[config.mk]
export PLATFORM = sky130hd
export DESIGN_NAME = ext_irq_detector
export DESIGN_NICKNAME = d
export VERILOG_FILES = /design/src/rtl/ext_irq_pkg.sv /design/src/rtl/irq_sync2.sv /design/src/rtl/irq_pulse_filter.sv /design/src/rtl/irq_edge.sv /design/src/rtl/ext_irq_detector.sv
export SDC_FILE = /design/constraint.sdc
export NUM_CORES = 1
export LEC_CHECK = 0
export ABC_AREA = 1
export BUFFER_PORTS_ARGS = -buffer_cell sky130_fd_sc_hd__buf_2
export CAP_MARGIN = 25
export CELL_PAD_IN_SITES_DETAIL_PLACEMENT = 1
export CELL_PAD_IN_SITES_GLOBAL_PLACEMENT = 2
export CORE_ASPECT_RATIO = 1.1
export CORE_MARGIN = 1
export CORE_UTILIZATION = 36
export CTS_BUF_LIST = sky130_fd_sc_hd__clkbuf_2
export DETAILED_ROUTE_END_ITERATION = 6
export PLACE_DENSITY_LB_ADDON = 0.1
export SETUP_SLACK_MARGIN = 0.5
export SYNTH_ARGS = -nofsm -noshare
export SYNTH_HDL_FRONTEND = slang
export SYNTH_SLANG_ARGS = --single-unit
[constraint.sdc]
create_clock -name clk -period 3 [get_ports clk]
set_clock_uncertainty 0.05 [all_clocks]
set_input_delay 0.9 -clock clk [delete_from_list [all_inputs] [get_ports clk]]
set_output_delay 0.9 -clock clk [all_outputs]
set_load 0.03 [all_outputs]
[src/rtl/ext_irq_pkg.sv]
package ext_irq_pkg;
    localparam int NUM_FLAGS = 8;
    localparam int NUM_VEC   = 6;
    localparam int ID_W      = 3;
    localparam int NUM_KEYS  = 8;
    localparam int NUM_INT   = 3;

    localparam int F_PRIM  = 0;
    localparam int F_SEC   = 1;
    localparam int F_DUAL  = 2;
    localparam int F_ONCHP = 3;
    localparam int F_POLL  = 6;
    localparam int F_KEY   = 7;

    typedef enum logic [1:0] {
        REG_CFG    = 2'd0,
        REG_ENABLE = 2'd1,
        REG_KEYMSK = 2'd2,
        REG_CLEAR  = 2'd3
    } reg_addr_e;

    typedef struct packed {
        logic prim_long;
        logic sec_rise;
        logic prim_rise;
    } cfg_t;

    function automatic logic [ID_W-1:0] first_set(input logic [NUM_VEC-1:0] v);
        logic [ID_W-1:0] id;
        id = '0;
        for (int i = NUM_VEC - 1; i >= 0; i--) begin
            if (v[i]) id = ID_W'(i);
        end
        return id;
    endfunction
endpackage

[src/rtl/irq_sync2.sv]
module irq_sync2 #(
    parameter int W = 1
) (
    input  logic         clk,
    input  logic         rst,
    input  logic [W-1:0] d,
    output logic [W-1:0] q
);
    logic [W-1:0] stage1;

    always_ff @(posedge clk) begin
        if (rst) begin
            stage1 <= '0;
            q      <= '0;
        end else begin
            stage1 <= d;
            q      <= stage1;
        end
    end
endmodule

[src/rtl/irq_pulse_filter.sv]
module irq_pulse_filter #(
    parameter int SHORT_CYC = 8,
    parameter int LONG_CYC  = 128
) (
    input  logic clk,
    input  logic rst,
    input  logic din,
    input  logic long_sel,
    output logic level
);
    localparam int MAXW  = (LONG_CYC > SHORT_CYC) ? LONG_CYC : SHORT_CYC;
    localparam int CNT_W = $clog2(MAXW + 1);
    localparam logic [CNT_W-1:0] LIM_S = CNT_W'(SHORT_CYC - 1);
    localparam logic [CNT_W-1:0] LIM_L = CNT_W'(LONG_CYC - 1);

    logic [CNT_W-1:0] cnt;
    logic [CNT_W-1:0] lim;

    assign lim = long_sel ? LIM_L : LIM_S;

    always_ff @(posedge clk) begin
        if (rst) begin
            level <= 1'b0;
            cnt   <= '0;
        end else if (din == level) begin
            cnt <= '0;
        end else if (cnt >= lim) begin
            level <= din;
            cnt   <= '0;
        end else begin
            cnt <= cnt + 1'b1;
        end
    end
endmodule

[src/rtl/irq_edge.sv]
module irq_edge #(
    parameter int W = 1
) (
    input  logic         clk,
    input  logic         rst,
    input  logic [W-1:0] d,
    output logic [W-1:0] rise,
    output logic [W-1:0] fall
);
    logic [W-1:0] prev;

    always_ff @(posedge clk) begin
        if (rst) prev <= '0;
        else     prev <= d;
    end

    assign rise = d & ~prev;
    assign fall = ~d & prev;
endmodule

[src/rtl/ext_irq_detector.sv]
module ext_irq_detector
    import ext_irq_pkg::*;
#(
    parameter int FILT_SHORT = 8,
    parameter int FILT_LONG  = 128
) (
    input  logic                 clk,
    input  logic                 rst,
    input  logic                 int0_i,
    input  logic                 int1_i,
    input  logic                 int2_i,
    input  logic                 int4_i,
    input  logic [NUM_KEYS-1:0]  key_i,
    input  logic [NUM_INT-1:0]   intern_i,
    input  logic                 wr_en_i,
    input  logic [1:0]           wr_addr_i,
    input  logic [7:0]           wr_data_i,
    input  logic                 ack_i,
    output logic [NUM_FLAGS-1:0] flags_o,
    output logic                 req_valid_o,
    output logic [ID_W-1:0]      req_id_o
);
    localparam int PIN_W = NUM_KEYS + 4;

    cfg_t                 cfg;
    logic [NUM_VEC-1:0]   vec_en;
    logic [NUM_KEYS-1:0]  key_mask;
    logic [PIN_W-1:0]     pin_raw;
    logic [PIN_W-1:0]     sync_q;
    logic                 prim_filt;
    logic [PIN_W-1:0]     edge_in;
    logic [PIN_W-1:0]     rise;
    logic [PIN_W-1:0]     fall;
    logic [NUM_FLAGS-1:0] set_v;
    logic [NUM_FLAGS-1:0] clr_v;
    logic [NUM_VEC-1:0]   pend;

    // configuration registers
    always_ff @(posedge clk) begin
        if (rst) begin
            cfg      <= '0;
            vec_en   <= '0;
            key_mask <= '0;
        end else if (wr_en_i) begin
            case (reg_addr_e'(wr_addr_i))
                REG_CFG:    cfg      <= wr_data_i[2:0];
                REG_ENABLE: vec_en   <= wr_data_i[NUM_VEC-1:0];
                REG_KEYMSK: key_mask <= wr_data_i[NUM_KEYS-1:0];
                default:    ;
            endcase
        end
    end

    // bit order: {keys, dual, poll, second, primary}
    assign pin_raw = {key_i, int4_i, int2_i, int1_i, int0_i};

    irq_sync2 #(.W(PIN_W)) u_sync (
        .clk (clk),
        .rst (rst),
        .d   (pin_raw),
        .q   (sync_q)
    );

    irq_pulse_filter #(.SHORT_CYC(FILT_SHORT), .LONG_CYC(FILT_LONG)) u_filt (
        .clk      (clk),
        .rst      (rst),
        .din      (sync_q[0]),
        .long_sel (cfg.prim_long),
        .level    (prim_filt)
    );

    assign edge_in = {sync_q[PIN_W-1:1], prim_filt};

    irq_edge #(.W(PIN_W)) u_edge (
        .clk  (clk),
        .rst  (rst),
        .d    (edge_in),
        .rise (rise),
        .fall (fall)
    );

    always_comb begin
        set_v                        = '0;
        set_v[F_PRIM]                = cfg.prim_rise ? rise[0] : fall[0];
        set_v[F_SEC]                 = cfg.sec_rise  ? rise[1] : fall[1];
        set_v[F_DUAL]                = rise[3] | fall[3];
        set_v[F_ONCHP +: NUM_INT]    = intern_i;
        set_v[F_POLL]                = rise[2];
        set_v[F_KEY]                 = |(fall[PIN_W-1:4] & key_mask);
    end

    assign pend        = flags_o[NUM_VEC-1:0] & vec_en;
    assign req_valid_o = |pend;
    assign req_id_o    = first_set(pend);

    always_comb begin
        clr_v = '0;
        if (wr_en_i && reg_addr_e'(wr_addr_i) == REG_CLEAR) clr_v = wr_data_i;
        if (ack_i && req_valid_o) clr_v[req_id_o] = 1'b1;
    end

    always_ff @(posedge clk) begin
        if (rst) flags_o <= '0;
        else     flags_o <= (flags_o & ~clr_v) | set_v;
    end
endmodule

# After elaboration in Yosys (flattened, before gate mapping)

Cells that the tools add are included.

Bits in registers: 70
Logic and storage cells: 55
Output and inout port bits: 12
Bits of input ports: 29

Bitwise logic cells: 12
Equality and inequality tests: 4
Reductions and logical operators: 11
Multiplexer cells: 13
Order comparisons: 3
$add $sub $neg: 1

Operators with widths:

| operator            | count |
|---|---|
| $mux 3              | 6 |
| $and 8x8->8         | 2 |
| $mux 8              | 2 |
| $or 8x8->8          | 2 |
| $and 12x12->12      | 1 |
| $not 12->12         | 1 |
| $add 8x1->8 const B | 1 |
| $ge 8x8->1          | 1 |
| $not 8->8           | 1 |
| $reduce_and 2->1    | 4 |
| $reduce_or 8->1     | 1 |
| $mux 7              | 1 |
| $and 6x6->6         | 1 |
| $reduce_or 6->1     | 1 |
| $and 4x4->4         | 1 |
| $eq 2x2->1 const B  | 2 |
| $lt 3x4->1 const B  | 1 |
| $not 4->4           | 1 |
| $demux 1 s3         | 1 |
| $ge 3x1->1 const B  | 1 |
| $logic_and 1x1->1   | 3 |
| $mux 1              | 3 |
| $reduce_or 3->1     | 1 |
| $eq 2x1->1 const B  | 1 |
| other kinds (4)     | 4 |

# Longest topological paths before layout

Depth in word-level cells: 16
Depth in mapped cells: 10
Depth with buffers taken out: 10

# By module

A second synthesis with hierarchy kept.

Cells, all modules: 364
Area, all modules: 2,802.7 um^2

By module, submodules not included:

| module           | cells each | instances | area each (um^2) | seq. area each (um^2) |
|---|---|---|---|---|
| ext_irq_detector | 155        | 1         | 1,139.8          | 500.5 |
| irq_sync2        | 74         | 1         | 683.2            | 480.5 |
| irq_pulse_filter | 62         | 1         | 503.0            | 180.2 |
| irq_edge         | 73         | 1         | 476.7            | 240.2 |

# Worst setup path before layout

OpenSTA, ideal clock, no wires.

Kind: register -> output
From: register flags_o[5]
To: output port req_id_o[0]
Arrival time: 1,194 ps
Setup slack: 856 ps
Required time: 2,050 ps
Path buffers: 0
Cell stages (with the launch flop): 9
Cell sequence: dfxtp_1 > nand2_1 > inv_1 > nand2_1 > nand2_1 > nand2_1 > nand2_2 > nand2_1 > inv_1

Cells in the longest elaborated chain, start to end: 7

Ends and longest elaborated chain:

| element                | line                    | source |
|---|---|---|
| start, declared        | ext_irq_detector.sv:19  | `output logic [NUM_FLAGS-1:0] flags_o,` |
| start signal, assigned | ext_irq_detector.sv:104 | `else flags_o <= (flags_o & ~clr_v) \| set_v;` |
| $and 6x6->6            | ext_irq_detector.sv:92  | `assign pend = flags_o[NUM_VEC-1:0] & vec_en;` |
| $mux 3 (6 in series)   | ext_irq_pkg.sv:32       | `if (v[i]) id = ID_W'(i);` |
| end, declared          | ext_irq_detector.sv:21  | `output logic [ID_W-1:0] req_id_o` |

Every way passes these cells.

# Final worst setup path

From: register vec_en[0]
To: output port req_id_o[2]

Cells in the longest elaborated chain, start to end: 2

Ends and longest elaborated chain:

| element                | line                   | source |
|---|---|---|
| start, declared        | ext_irq_detector.sv:26 | `logic [NUM_VEC-1:0] vec_en;` |
| start signal, assigned | ext_irq_detector.sv:47 | `REG_ENABLE: vec_en <= wr_data_i[NUM_VEC-1:0];` |
| $and 6x6->6            | ext_irq_detector.sv:92 |  |
| $mux 3                 | ext_irq_pkg.sv:32      |  |

Every way passes these cells.

==> results.json <==
{
  "overflow": 0,
  "cts_root_buf": "clkbuf_2",
  "syn-instance-count": 344,
  "nNetsFinal": 427,
  "crit_path_end_kind": "primary output",
  "leakage_nw": 1.550,
  "hpwl_mm": 4.097,
  "p_switching_mw": 0.4269,
  "antenna_found_initial": 0,
  "maxCapViolCount": 0,
  "area_growth_pct": 16.27,
  "synth_seq_area_share_pct": 52.36,
  "port_buffers": 40,
  "fin_crit_sh_pct": 79.78,
  "start_util_pct": 37.76,
  "syn-cell-area_um2": 2676,
  "synth_seq_cells": 70,
  "routedWlPerCell_um": 11.74,
  "p_sw_share_pct": 26.10,
  "clockBufferDepth": 2,
  "routed-via-count": 2162,
  "synth_warnings": 0,
  "worstSetupPathType": "flip-flop to primary output",
  "p_int_mw": 1.209,
  "antenna_cells": 0,
  "cp.required_ps": 2050,
  "gp_congestion": 0.7221,
  "cts_made_buffers": 9,
  "ys_types": 29,
  "track_usage_pct": 16.73,
  "cts_tree": "done",
  "cts_sinks": 70,
  "rows": 32,
  "slew_headroom_pct": 69.13,
  "grt_first_pass_wirelength_mm": 9.963,
  "holdCritPathClass": "flip-flop to flip-flop",
  "utilization_pct": 43.91,
  "setup_viol": 0,
  "drt-initial-drc-count": 81,
  "drv_slew": 0,
  "grt_max_degree": 44,
  "dpl_cell_area_um2": 2943,
  "status": "complete, but fails checks",
  "fin_crit_ps": 2394,
  "synth_area_per_cell_um2": 7.780,
  "cts.clk_slew.worst_paths_ps": 170,
  "drive_gt1_share_pct": 21.16,
  "vdd_ir_drop_max_mv": 0.2371,
  "start_kind": "flip-flop",
  "firstDrtPassIters": 7,
  "worst_pin_slew_ps": 463.0,
  "dieHeight_um": 92.43,
  "io_pins": 41,
  "tns_ps": 0,
  "postRouteAntennaNets": 0,
  "design_area_um2": 3112,
  "vias_per_cell": 4.485,
  "grt_setup_unrepaired": "yes",
  "synthesis.nets": 378,
  "path_max_fanout": 7,
  "violations": "DRC",
  "wirelength_mm": 5.661,
  "p_clk_share_pct": 30.7,
  "die_width_um": 84.21,
  "core_um2": 7087,
  "worstSkewPairLatency_ps": 500,
  "htree_levels": 3,
  "p_seq_share_pct": 60.2,
  "finalHoldViolations": 0,
  "grt_pass1_vias": 2133,
  "die_area_um2": 7784,
  "fillers": 887,
  "pwr-share-comb_pct": 9.0,
  "drc": 6,
  "power.density_nw_per_um2": 525.6,
  "cp.arrival_ps": 1440,
  "max_freq_ghz": 0.4178
}
-- critical path: stages (launching register included) --
cell     delay [ps]
dfxtp_1         370
nand2_4         120
nand2_1          70
nor2_2          120
nand2_1          80
inv_1            60
buf_4           150
-- cell type report --
class	count	area, um2	area share (%)
Timing Repair Buffer	46	254.0	8.162
Multi-Input combinational cell	200	994.7	31.97
Sequential cell	70	1408	45.24
Clock buffer	10	50.05	1.608
Tap cell	85	106.4	3.418
Clock inverter	5	51.30	1.649
Inverter	66	247.7	7.961
-- cells in the final DEF (no fill, tap or decap), types with 2 or more instances in the layout --
cell      count
a21oi_1      12
a31oi_1       6
buf_2        38
buf_4         7
clkbuf_2     10
clkinv_1      2
dfxtp_1      65
dfxtp_2       5
ha_1          5
inv_1        59
inv_2         7
nand2_1      29
nand2_2       5
nand3_1      16
nor2_1       86
nor3_2        2
o21ai_0      18
xnor2_1       2
xor2_1        5
-- final timing paths --
| path | cells after the start | slack [ps] | end | from |
|---|---|---|---|---|
| min | 2 | 360 | u_sync.q[8]$_SDFF_PP0_ | u_sync.stage1[8]$_SDFF_PP0_ |
| max | 6 | 610 | req_id_o[2] | vec_en[0]$_SDFFE_PP0P_ |
| max reg2reg | 8 | 1430 | u_filt.cnt[4]$_SDFF_PP0_ | cfg[2]$_SDFFE_PP0P_ |
| min reg2reg | 2 | 360 | u_sync.q[8]$_SDFF_PP0_ | u_sync.stage1[8]$_SDFF_PP0_ |
-- metrics by stage --
step	std cells	hold slack, ps	total power, mW	worst slack (ps)
3_5_place_dp	462	347.8	1.146	987.7
3_3_place_gp	462	339.2	1.143	1027
2_1_floorplan	344	338.3	1.093	855.9
5_1_grt	482	379.9	1.731	470.6
6_report	482	364.9	1.635	606.5
4_1_cts	479	369.6	1.659	503.0
-- metal layers --
| metal | share of wire (%) | vias to the layer above | GRT usage [%] |
|---|---|---|---|
| met5 | 0 | - | 0 |
| li1 | - | 1146 | - |
| met2 | 44 | 36 | 26.09 |
| met1 | 50 | 970 | 21.47 |
| met4 | 2.1 | 0 | 9.483 |
| met3 | 3.3 | 10 | 3.565 |
-- registers in the layout, summed over array words and instances, names as in the netlist --
signal and flops:
u_edge.prev 12, u_sync.q 12, u_sync.stage1 12, flags_o 8
key_mask 8, u_filt.cnt 8, vec_en 6, cfg 3
u_filt.level 1
-- what timing repair did --
action	4_1_cts	5_1_grt
pin swaps	1	3
buffers inserted	2	3
hold buffers	0	0
resized for setup	6	9
setup endpoints to repair	2	4
-- cell families (layout without fill, tap and decap cells) --
logic type                 Yosys count  after routing  synth area share (%)
AOI/OAI and AO/OA                   42             42                 8.696
xor gates and xnor gates             7              7                 2.291
adders and majority gates            5              5                 2.338
buffers and inverters               74            127                 11.03
DFF                                 70             70                 52.36
and+or+nand+nor                    146            146                 23.28
-- Yosys cell counts --
| library cell | number | area, um2 |
|---|---|---|
| nor3_4 | 1 | 16.27 |
| buf_2 | 2 | 10.01 |
| a31oi_1 | 6 | 37.54 |
| o21a_1 | 1 | 7.510 |
| o211a_1 | 1 | 10.01 |
| o21ai_1 | 1 | 5.000 |
| nand3_1 | 16 | 80.08 |
| dfxtp_1 | 70 | 1401 |
| o22ai_1 | 1 | 6.260 |
| nand2_2 | 3 | 18.77 |
| inv_1 | 61 | 229.0 |
| a21oi_1 | 12 | 60.06 |
| o21ai_2 | 1 | 8.760 |
| nand4_1 | 1 | 6.260 |
| nor3_1 | 1 | 5.000 |
| nand2_1 | 32 | 120.1 |
| clkbuf_1 | 4 | 15.01 |
| buf_6 | 2 | 22.52 |
| o21ai_0 | 18 | 90.09 |
| xnor2_1 | 2 | 17.52 |
| nand4_2 | 1 | 12.51 |
| xor2_1 | 5 | 43.79 |
| or2_1 | 1 | 6.260 |
| inv_2 | 5 | 18.77 |
| nor3_2 | 2 | 20.02 |
| ha_1 | 5 | 62.56 |
| nor2_1 | 87 | 326.6 |
| o31ai_1 | 1 | 7.510 |
| nor2_4 | 1 | 11.26 |
-- power by group through the flow --
stage          Clock (mW)  Sequential [mW]  Combinational [mW]
2_1_floorplan           0             1.01              0.0823
3_3_place_gp            0             1.00               0.139
3_5_place_dp            0             1.00               0.142
4_1_cts             0.528            0.985               0.147
5_1_grt             0.571            0.991               0.169
6_report            0.503            0.985               0.148
Power figures use the tool's default switching activity.
